**src/rtl/osc_pkg.sv**
```systemverilog
package osc_pkg;
  localparam int DATA_W  = 16;
  localparam int ADDR_W  = 2;
  localparam int BIT_EN  = 0;
  localparam int BIT_BYP = 1;
  localparam int CNT_LSB = 8;

  typedef enum logic [ADDR_W-1:0] {
    REG_CTRL   = 2'd0,
    REG_STATUS = 2'd1,
    REG_MASK   = 2'd2,
    REG_NONE   = 2'd3
  } reg_addr_e;
endpackage

```
**src/rtl/osc_prescaler.sv**
```systemverilog
module osc_prescaler #(
  parameter int PRE_W = 3
) (
  input  logic clk,
  input  logic rst,
  input  logic clear_i,
  input  logic run_i,
  output logic tick_o
);
  localparam logic [PRE_W-1:0] PRE_LAST = {PRE_W{1'b1}};

  logic [PRE_W-1:0] pre_q;

  always_ff @(posedge clk) begin
    if (rst || clear_i) pre_q <= '0;
    else if (run_i)     pre_q <= pre_q + 1'b1;
  end

  assign tick_o = run_i && (pre_q == PRE_LAST);

  // after a tick the prescaler starts a fresh period
  a_r3_prescale_wrap: assert property (@(posedge clk) disable iff (rst)
    (tick_o && !clear_i) |=> (pre_q == '0));
endmodule

```
**src/rtl/osc_countdown.sv**
```systemverilog
module osc_countdown #(
  parameter int CNT_W = 8
) (
  input  logic             clk,
  input  logic             rst,
  input  logic             load_i,
  input  logic             stop_i,
  input  logic [CNT_W-1:0] cnt_i,
  input  logic             tick_i,
  output logic             run_o,
  output logic [CNT_W-1:0] cnt_o,
  output logic             done_o
);
  localparam logic [CNT_W-1:0] CNT_ONE = CNT_W'(1);

  logic             run_q;
  logic [CNT_W-1:0] cnt_q;
  logic             at_end;

  assign at_end = (cnt_q == '0) || (tick_i && cnt_q == CNT_ONE);
  assign done_o = run_q && at_end && !load_i && !stop_i;

  always_ff @(posedge clk) begin
    if (rst) begin
      run_q <= 1'b0;
      cnt_q <= '0;
    end else if (load_i) begin
      run_q <= 1'b1;
      cnt_q <= cnt_i;
    end else if (stop_i) begin
      run_q <= 1'b0;
    end else if (run_q) begin
      if (at_end) begin
        run_q <= 1'b0;
        cnt_q <= '0;
      end else if (tick_i) begin
        cnt_q <= cnt_q - 1'b1;
      end
    end
  end

  assign run_o = run_q;
  assign cnt_o = cnt_q;

  // the count only moves on a prescaler tick
  a_r3_hold_between_ticks: assert property (@(posedge clk) disable iff (rst)
    (run_q && !load_i && !stop_i && !tick_i && cnt_q != '0) |=> $stable(cnt_q));
  // a stop halts the countdown
  a_r5_stop_halts: assert property (@(posedge clk) disable iff (rst)
    (stop_i && !load_i) |=> !run_q);
  // a load starts the countdown with the given count
  a_r2_load_runs: assert property (@(posedge clk) disable iff (rst)
    load_i |=> (run_q && cnt_q == $past(cnt_i)));
endmodule

```
**src/rtl/osc_irq.sv**
```systemverilog
module osc_irq (
  input  logic clk,
  input  logic rst,
  input  logic rise_i,
  input  logic ack_i,
  input  logic mask_i,
  output logic pend_o,
  output logic irq_o
);
  logic pend_q, irq_q, pend_next;

  assign pend_next = rise_i || (pend_q && !ack_i);

  always_ff @(posedge clk) begin
    if (rst) begin
      pend_q <= 1'b0;
      irq_q  <= 1'b0;
    end else begin
      pend_q <= pend_next;
      irq_q  <= pend_next && mask_i;
    end
  end

  assign pend_o = pend_q;
  assign irq_o  = irq_q;

  // the interrupt is never raised without a pending event
  a_r7_irq_has_pend: assert property (@(posedge clk) disable iff (rst)
    irq_q |-> pend_q);
  // an acknowledge without a new rise clears pending
  a_r8_ack_clears: assert property (@(posedge clk) disable iff (rst)
    (ack_i && !rise_i) |=> (!pend_q && !irq_q));
endmodule

```
**src/rtl/osc_startup_timer.sv**
```systemverilog
module osc_startup_timer
  import osc_pkg::*;
#(
  parameter int CNT_W = 8,
  parameter int PRE_W = 3
) (
  input  logic              clk,
  input  logic              rst,
  input  logic              wr_en_i,
  input  logic              rd_en_i,
  input  logic [ADDR_W-1:0] addr_i,
  input  logic [DATA_W-1:0] wdata_i,
  output logic [DATA_W-1:0] rdata_o,
  output logic              osc_en_o,
  output logic              ext_sel_o,
  output logic              clk_ok_o,
  output logic              irq_o
);
  localparam int STAT_PAD = CNT_LSB - 3;

  logic [DATA_W-1:0] ctrl_q, mask_q, rdata_q;
  logic              ok_q, ok_next, ext_q;
  logic              ctrl_wr, mask_wr, stat_rd, start, halt;
  logic              tick, run, done, pend, mask_next;
  logic [CNT_W-1:0]  cnt;

  assign ctrl_wr = wr_en_i && (addr_i == REG_CTRL);
  assign mask_wr = wr_en_i && (addr_i == REG_MASK);
  assign stat_rd = rd_en_i && (addr_i == REG_STATUS);
  assign start   = ctrl_wr &&  wdata_i[BIT_EN];
  assign halt    = ctrl_wr && !wdata_i[BIT_EN];

  osc_prescaler #(.PRE_W(PRE_W)) u_pre (
    .clk(clk), .rst(rst), .clear_i(start), .run_i(run), .tick_o(tick)
  );

  osc_countdown #(.CNT_W(CNT_W)) u_cnt (
    .clk(clk), .rst(rst), .load_i(start), .stop_i(halt),
    .cnt_i(wdata_i[CNT_LSB +: CNT_W]), .tick_i(tick),
    .run_o(run), .cnt_o(cnt), .done_o(done)
  );

  always_comb begin
    if (ctrl_wr)   ok_next = !wdata_i[BIT_EN] && wdata_i[BIT_BYP];
    else if (done) ok_next = 1'b1;
    else           ok_next = ok_q;
  end

  assign mask_next = mask_wr ? wdata_i[0] : mask_q[0];

  osc_irq u_irq (
    .clk(clk), .rst(rst), .rise_i(ok_next && !ok_q), .ack_i(stat_rd),
    .mask_i(mask_next), .pend_o(pend), .irq_o(irq_o)
  );

  always_ff @(posedge clk) begin
    if (rst) begin
      ctrl_q <= '0;
      mask_q <= '0;
      ok_q   <= 1'b0;
      ext_q  <= 1'b0;
    end else begin
      ok_q <= ok_next;
      if (ctrl_wr) begin
        ctrl_q <= wdata_i;
        ext_q  <= wdata_i[BIT_BYP] && !wdata_i[BIT_EN];
      end
      if (mask_wr) mask_q <= wdata_i;
    end
  end

  always_ff @(posedge clk) begin
    if (rst) rdata_q <= '0;
    else if (rd_en_i) begin
      unique case (reg_addr_e'(addr_i))
        REG_CTRL:   rdata_q <= ctrl_q;
        REG_STATUS: rdata_q <= DATA_W'({cnt, {STAT_PAD{1'b0}}, run, pend, ok_q});
        REG_MASK:   rdata_q <= mask_q;
        default:    rdata_q <= '0;
      endcase
    end
  end

  assign rdata_o   = rdata_q;
  assign osc_en_o  = ctrl_q[BIT_EN];
  assign ext_sel_o = ext_q;
  assign clk_ok_o  = ok_q;

  // an enabling write clears the valid flag
  a_r2_start_clears: assert property (@(posedge clk) disable iff (rst)
    start |=> (!ok_q && osc_en_o));
  // the end of the countdown sets the valid flag
  a_r3_done_sets: assert property (@(posedge clk) disable iff (rst)
    done |=> ok_q);
  // external selection always reports a valid clock
  a_r6_bypass_ok: assert property (@(posedge clk) disable iff (rst)
    ext_q |-> (ok_q && !osc_en_o && !run));
  // with both control bits low the flag stays low
  a_r5_off_low: assert property (@(posedge clk) disable iff (rst)
    (!ctrl_q[BIT_EN] && !ctrl_q[BIT_BYP] && !ctrl_wr) |=> !ok_q);
endmodule

```
**config.mk**
```make
export PLATFORM = sky130hd
export DESIGN_NAME = osc_startup_timer
export DESIGN_NICKNAME = d
export VERILOG_FILES = /design/src/rtl/osc_pkg.sv /design/src/rtl/osc_prescaler.sv /design/src/rtl/osc_countdown.sv /design/src/rtl/osc_irq.sv /design/src/rtl/osc_startup_timer.sv
export SDC_FILE = /design/constraint.sdc
export NUM_CORES = 1
export LEC_CHECK = 0
export CAP_MARGIN = 5
export CORE_MARGIN = 2
export CORE_UTILIZATION = 39
export CTS_CLUSTER_DIAMETER = 50
export DETAILED_ROUTE_END_ITERATION = 10
export PLACE_DENSITY = 0.69
export SYNTH_ARGS = -nofsm -noshare
export SYNTH_HDL_FRONTEND = slang
export SYNTH_SLANG_ARGS = --single-unit
```
**constraint.sdc**
```tcl
create_clock -name clk -period 1.8 [get_ports clk]
set_input_delay 0.36 -clock clk [delete_from_list [all_inputs] [get_ports clk]]
set_output_delay 0.36 -clock clk [all_outputs]
set_load 0.01 [all_outputs]
```
---- Word-level counts from Yosys, hierarchy flattened ----
Index checks and enable logic that the tools add are counted.
word-level totals
  register bits ........................... 64
  bits of input ports ..................... 22
  output and inout port bits .............. 20
  logic and storage cells ................. 57
operators by class
  add/subtract/negate cells ............... 2
  equal/unequal tests ..................... 5
  muxes and demuxes ....................... 13
  reductions and logical operators ........ 27
operator list
  operator                                                                  number
  16-bit one-hot mux with 3 select lines                                    1
  8-bit 2-to-1 mux                                                          5
  1-bit logical AND                                                         14
  8-bit by 1-bit == test with 1-bit output (second input constant)          1
  8-bit zero test                                                           1
  8-bit by 1-bit subtractor with 8-bit output (second input constant)       1
  1-bit 2-to-1 mux                                                          7
  1-bit zero test                                                           5
  3-bit by 1-bit adder with 3-bit output (second input constant)            1
  3-bit == test (second input constant)                                     1
  1-bit logical OR                                                          3
  3-bit AND reduction                                                       1
  3-bit nonzero test                                                        1
  2-bit by 1-bit == test with 1-bit output (second input constant)          1
  2-bit == test (second input constant)                                     1
  2-bit zero test                                                           1
  2-bit by 1-bit inequality test with 1-bit output (second input constant)  1
  2-bit nonzero test                                                        1

---- Depth between registers and ports, before layout ----
  depth after elaboration ................. 12
  mapped depth ............................ 7
  gate-level depth less buffers ........... 7

---- Cells and area by module ----
From an unflattened synthesis, not the netlist that was laid out.
unflattened totals
  cell total of the unflattened synthesis .. 349
  area, all modules ....................... 3036.7 um^2
modules (own cells, without submodules)
  module             times used  cells an instance  area each (um^2)  seq. area each (um^2)
  osc_startup_timer  1           256                2193.4            1001.0
  osc_countdown      1           74                 628.1             180.2
  osc_prescaler      1           12                 141.4             60.1
  osc_irq            1           7                  73.8              40.0

---- Least setup slack after synthesis ----
OpenSTA, ideal clock, no wires.
  kind .................................... flip-flop to flip-flop
  start ................................... reg u_cnt.cnt_q[0], in the netlist u_cnt.cnt_o[0]
  end ..................................... reg u_cnt.cnt_q[6], in the netlist u_cnt.cnt_o[6]
  library setup time ...................... 0.091 ns
  arrival time ............................ 1.603 ns
  required time ........................... 1.709 ns
  setup slack ............................. 0.106 ns
  stages on the path, launching flop included .. 8
  path buffers ............................ 0
  period minus slack after synthesis ...... 1.694 ns
  cells stage by stage .................... dfxtp_1 -> inv_1 -> ha_1 -> or3b_1 -> nor3_1 -> xor2_1 -> nand3_1 -> a311oi_1
on the way
  longest elaborated chain between the ends .. 7
  elaborated cells between the ends (all ways) .. 12
  classes of those cells .................. add/sub (1); eq/ne (1); mux (5); reduce/logical (5)
ends and longest elaborated chain
  item                                                                                 line                 RTL
  start, declared                                                                      osc_countdown.sv:17  logic [CNT_W-1:0] cnt_q;
  start signal, assigned                                                               osc_countdown.sv:29  cnt_q <= cnt_i;
  start signal, assigned                                                               osc_countdown.sv:37  cnt_q <= cnt_q - 1'b1;
  branches (longest 7 deep; another with 8-bit by 1-bit subtractor with 8-bit output)  --
Parallel ways; which one is timed is not known. The select of a mux whose other input is x is not followed.
A chain may end at the register's enable or synchronous reset.

---- Worst setup path after layout ----
  start ................................... reg u_cnt.cnt_q[1], in the netlist u_cnt.cnt_o[1]
  end ..................................... reg u_cnt.cnt_q[5], in the netlist u_cnt.cnt_o[5]
The elaborated chain is that of the path after synthesis.

==> run_results.csv <==
group,metric,value,unit
outcome,status,"finished, final reports clean",
critical_path,path_class,"register to register",
global_route,top_usage_layer,"met2",
critical_path,cp.arrival,1990,ps
critical_path,path_max_fanout,5,
global_route,use_met2,29.34,%
sta,period_share,96.97,%
clock_tree,insertion_delay,330,ps
detailed_routing,drc,0,
synthesis,synthTopCellsByArea,"dfxtp_1, a21oi_1, nand2_1, mux2i_1, nor2_1",
detailed_routing,drt_wl_total,7131,um
global_route,grt_overflow,0,
synthesis,synth_top_area_share,44.87,%
worst_hold_path,min_to,"mask_q[12]",
sta,setup_viol,0,
critical_path,worst_r2r_startpoint,"u_cnt.cnt_o[1]",
synthesis,ys_seq_area_share,44.87,%
critical_path,critPathLaunchType,"register",
worst_hold_path,hold_start,"mask_q[12]",
floorplan,pin_count,42,
clock_tree,cts_sinks,64,
detailed_routing,wl_per_cell,14.01,um
finish,antennaDiodeCount,0,
finish,synthToLayoutAreaGrowth,33.87,%
global_route,grt_use_total,18.99,%
detailed_routing,routed-via-count,2610,
floorplan,die_y,89.57,um
synthesis,avgSynthCellArea,8.228,um2
floorplan,start_util,39.79,%
detailed_routing,drt-initial-drc-count,151,
critical_path,reg2reg_slack,50,ps
global_route,grtUsageMet3,3.324,%
critical_path,cp.required,2040,ps
global_route,use_met1,25.33,%
finish,fin_nets,433,
pwr,power_density,878.5,mW/mm2
synthesis,syn-cell-area,0.002855,mm2
sta,fin_skew,8.071,ps
clock_tree,cts_tree,"done",
placed_design,place.gp.congestion,0.9338,
global_route,grt_antenna_before_repair,0,
worst_hold_path,hold_path_depth,2,
sta,rsz0062_at_grt,"true",
clock_tree,cts-root-buf,"clkbuf_8",
placed_design,numPortBuffers,41,
floorplan,coreArea,0.007176,mm2
synthesis,yosysUniqueCellTypes,41,
finish,drive_gt1_share,16.59,%
flow_run,cap_violations,0,
sta,max_slew_margin,67.73,%
critical_path,r2r-end,"u_cnt.cnt_o[5]",
sta,whs,455.2,ps
detailed_routing,avgViaCountPerCell,5.128,
detailed_routing,ant_nets,0,
critical_path,reg2regPathDepth,6,
sta,min_period,1746,ps
floorplan,fp-row-count,31,
worst_hold_path,hold_class,"register to register",
placed_design,hpwl,5148,um
clock_tree,clk_path_buf_depth,2,
detailed_routing,drt-pass1-iter-count,4,
global_route,grt_pass1_wl,11640,um
global_route,grt_max_degree,29,
floorplan,dieArea,0.008022,mm2
synthesis,synth_seq_cells,64,
sta,finalHoldViolations,0,
clock_tree,cts.htree.levels,3,
sta,tns,0,ps
floorplan,die_x,89.57,um
global_route,grt_pass1_vias,2383,
synthesis,postSynthCellCount,347,
pwr,leakagePower,1.399,nW
critical_path,critPathCaptureType,"register",
synthesis,synth_fp_nets,374,
sta,finalMaxSlewViolations,0,
sta,fmax,0.5729,GHz
synthesis,yosys.area.top_type,"dfxtp_1",
clock_tree,path_clk_slew,70,ps
clock_tree,numCtsBuffers,9,
sta,worst_pin_slew,484.0,ps
synthesis,yosysWarnings,0,
pwr,peakVddDrop,0.4694,mV
## cells in the final DEF (no fill, tap or decap), drive strengths merged
| cell | instances |
|---|---|
| a211oi | 13 |
| a21oi | 58 |
| a22oi | 1 |
| a311oi | 3 |
| a31oi | 2 |
| and2 | 2 |
| and3b | 1 |
| buf | 32 |
| bufinv | 2 |
| clkbuf | 12 |
| clkdlybuf4s50 | 40 |
| clkinv | 1 |
| dfxtp | 64 |
| ha | 5 |
| inv | 3 |
| mux2 | 5 |
| mux2i | 13 |
| nand2 | 72 |
| nand2b | 1 |
| nand3 | 5 |
| nand3b | 6 |
| nor2 | 34 |
| nor2b | 8 |
| nor3 | 8 |
| nor3b | 1 |
| nor4 | 2 |
| nor4b | 1 |
| o21a | 1 |
| o21ai | 2 |
| o22ai | 4 |
| o311ai | 1 |
| or3b | 2 |
| or4 | 1 |
| or4b | 1 |
| xnor2 | 1 |
| xor2 | 2 |
## worst max-delay path, cell delays in order (launching register included)
cell	delay, ps
dfxtp_2	320
buf_6	120
or4_4	570
nor2_4	120
xor2_1	150
nand3_1	100
a311oi_1	270
## routing by layer
metal,routed length (um),up-vias
li1,-,1318
met1,3288,1206
met2,3390,74
met3,291,12
met4,161,0
met5,0,-
## power by group
group | internal, mW | total, mW | switching (mW)
combinational | 0.242 | 0.496 | 0.254
sequential | 1.47 | 1.50 | 0.0315
clock | 0.846 | 1.36 | 0.519
## through the flow
| stage | cells | power (mW) | setup WS (ps) | util, % | instance area, um2 |
|---|---|---|---|---|---|
| after CTS | 506 | 3.352 | 2.307 | 52.35 | 3756 |
| after floorplan | 347 | 1.786 | 106.1 | - | 2855 |
| after detailed placement | 490 | 1.981 | -225.0 | 49.07 | 3521 |
| after global placement | 490 | 1.975 | -178.9 | 49.07 | 3521 |
| final | 509 | 3.358 | 54.45 | 53.27 | 3822 |
| after global routing | 509 | 3.498 | -14.89 | 53.27 | 3822 |
## cells in the mapped netlist, drive strengths merged
| master | count |
|---|---|
| nand3b | 6 |
| o311ai | 1 |
| buf | 11 |
| nor4 | 2 |
| o22ai | 4 |
| and2 | 2 |
| nor4b | 1 |
| or4b | 1 |
| xnor2 | 1 |
| and3b | 1 |
| ha | 5 |
| nor3 | 8 |
| nand2 | 72 |
| a31oi | 2 |
| clkbuf | 13 |
| nor3b | 1 |
| or4 | 1 |
| mux2i | 13 |
| or3b | 2 |
| mux2 | 5 |
| nor2 | 34 |
| nand2b | 1 |
| nor2b | 8 |
| nand3 | 5 |
| inv | 3 |
| a22oi | 1 |
| o21ai | 2 |
| a211oi | 13 |
| xor2 | 2 |
| dfxtp | 64 |
| a311oi | 3 |
| a21oi | 58 |
| o21a | 1 |
## what timing repair did
action,in CTS,in global routing
pin swaps,0,5
hold buffers,0,0
buffers inserted,1,3
resized for setup,2,11
endpoints found under the setup margin,4,8
## layout make-up
class / count / area, um2
clock buffers: 12 / 155.1
flip-flops and latches: 64 / 1282
fillers: 652 / 3353
well taps: 99 / 123.9
clock inverters: 3 / 65.06
multi-input cells: 256 / 1489
repair buffers: 72 / 695.7
inverters: 3 / 11.26
## kinds of logic after synthesis
logic type	after synthesis	share of synthesized area (%)
multiplexers	18	6.529
AND/OR/NAND/NOR	145	23.62
buffers and inverters	27	4.469
XOR/XNOR	3	0.9204
AO/OA/AOI/OAI	85	17.40
adder cells (fa/ha/maj)	5	2.191
flip-flops	64	44.87
## sequential cells by signal, indices dropped and copies added (netlist names)
register / count
u_cnt.run_o: 1
clk_ok_o: 1
rdata_o: 16
ctrl_q: 16
u_cnt.cnt_o: 8
u_irq.irq_o: 1
mask_q: 16
ext_sel_o: 1
u_pre.pre_q: 3
u_irq.pend_o: 1
## how the worst max path moves through the flow
stage,startpoint,cells past startpoint,to,slack [ps]
global placement,addr_i[0],7,u_irq.irq_o,-180
detailed placement,addr_i[0],7,u_irq.irq_o,-220
floorplan,u_cnt.cnt_o[0],7,u_cnt.cnt_o[6],110
finish,u_cnt.cnt_o[1],6,u_cnt.cnt_o[5],50
global route,u_cnt.cnt_o[1],6,u_cnt.cnt_o[5],-10
CTS,u_pre.pre_q[0],7,u_cnt.cnt_o[2],2
Power figures use the tool's default switching activity.
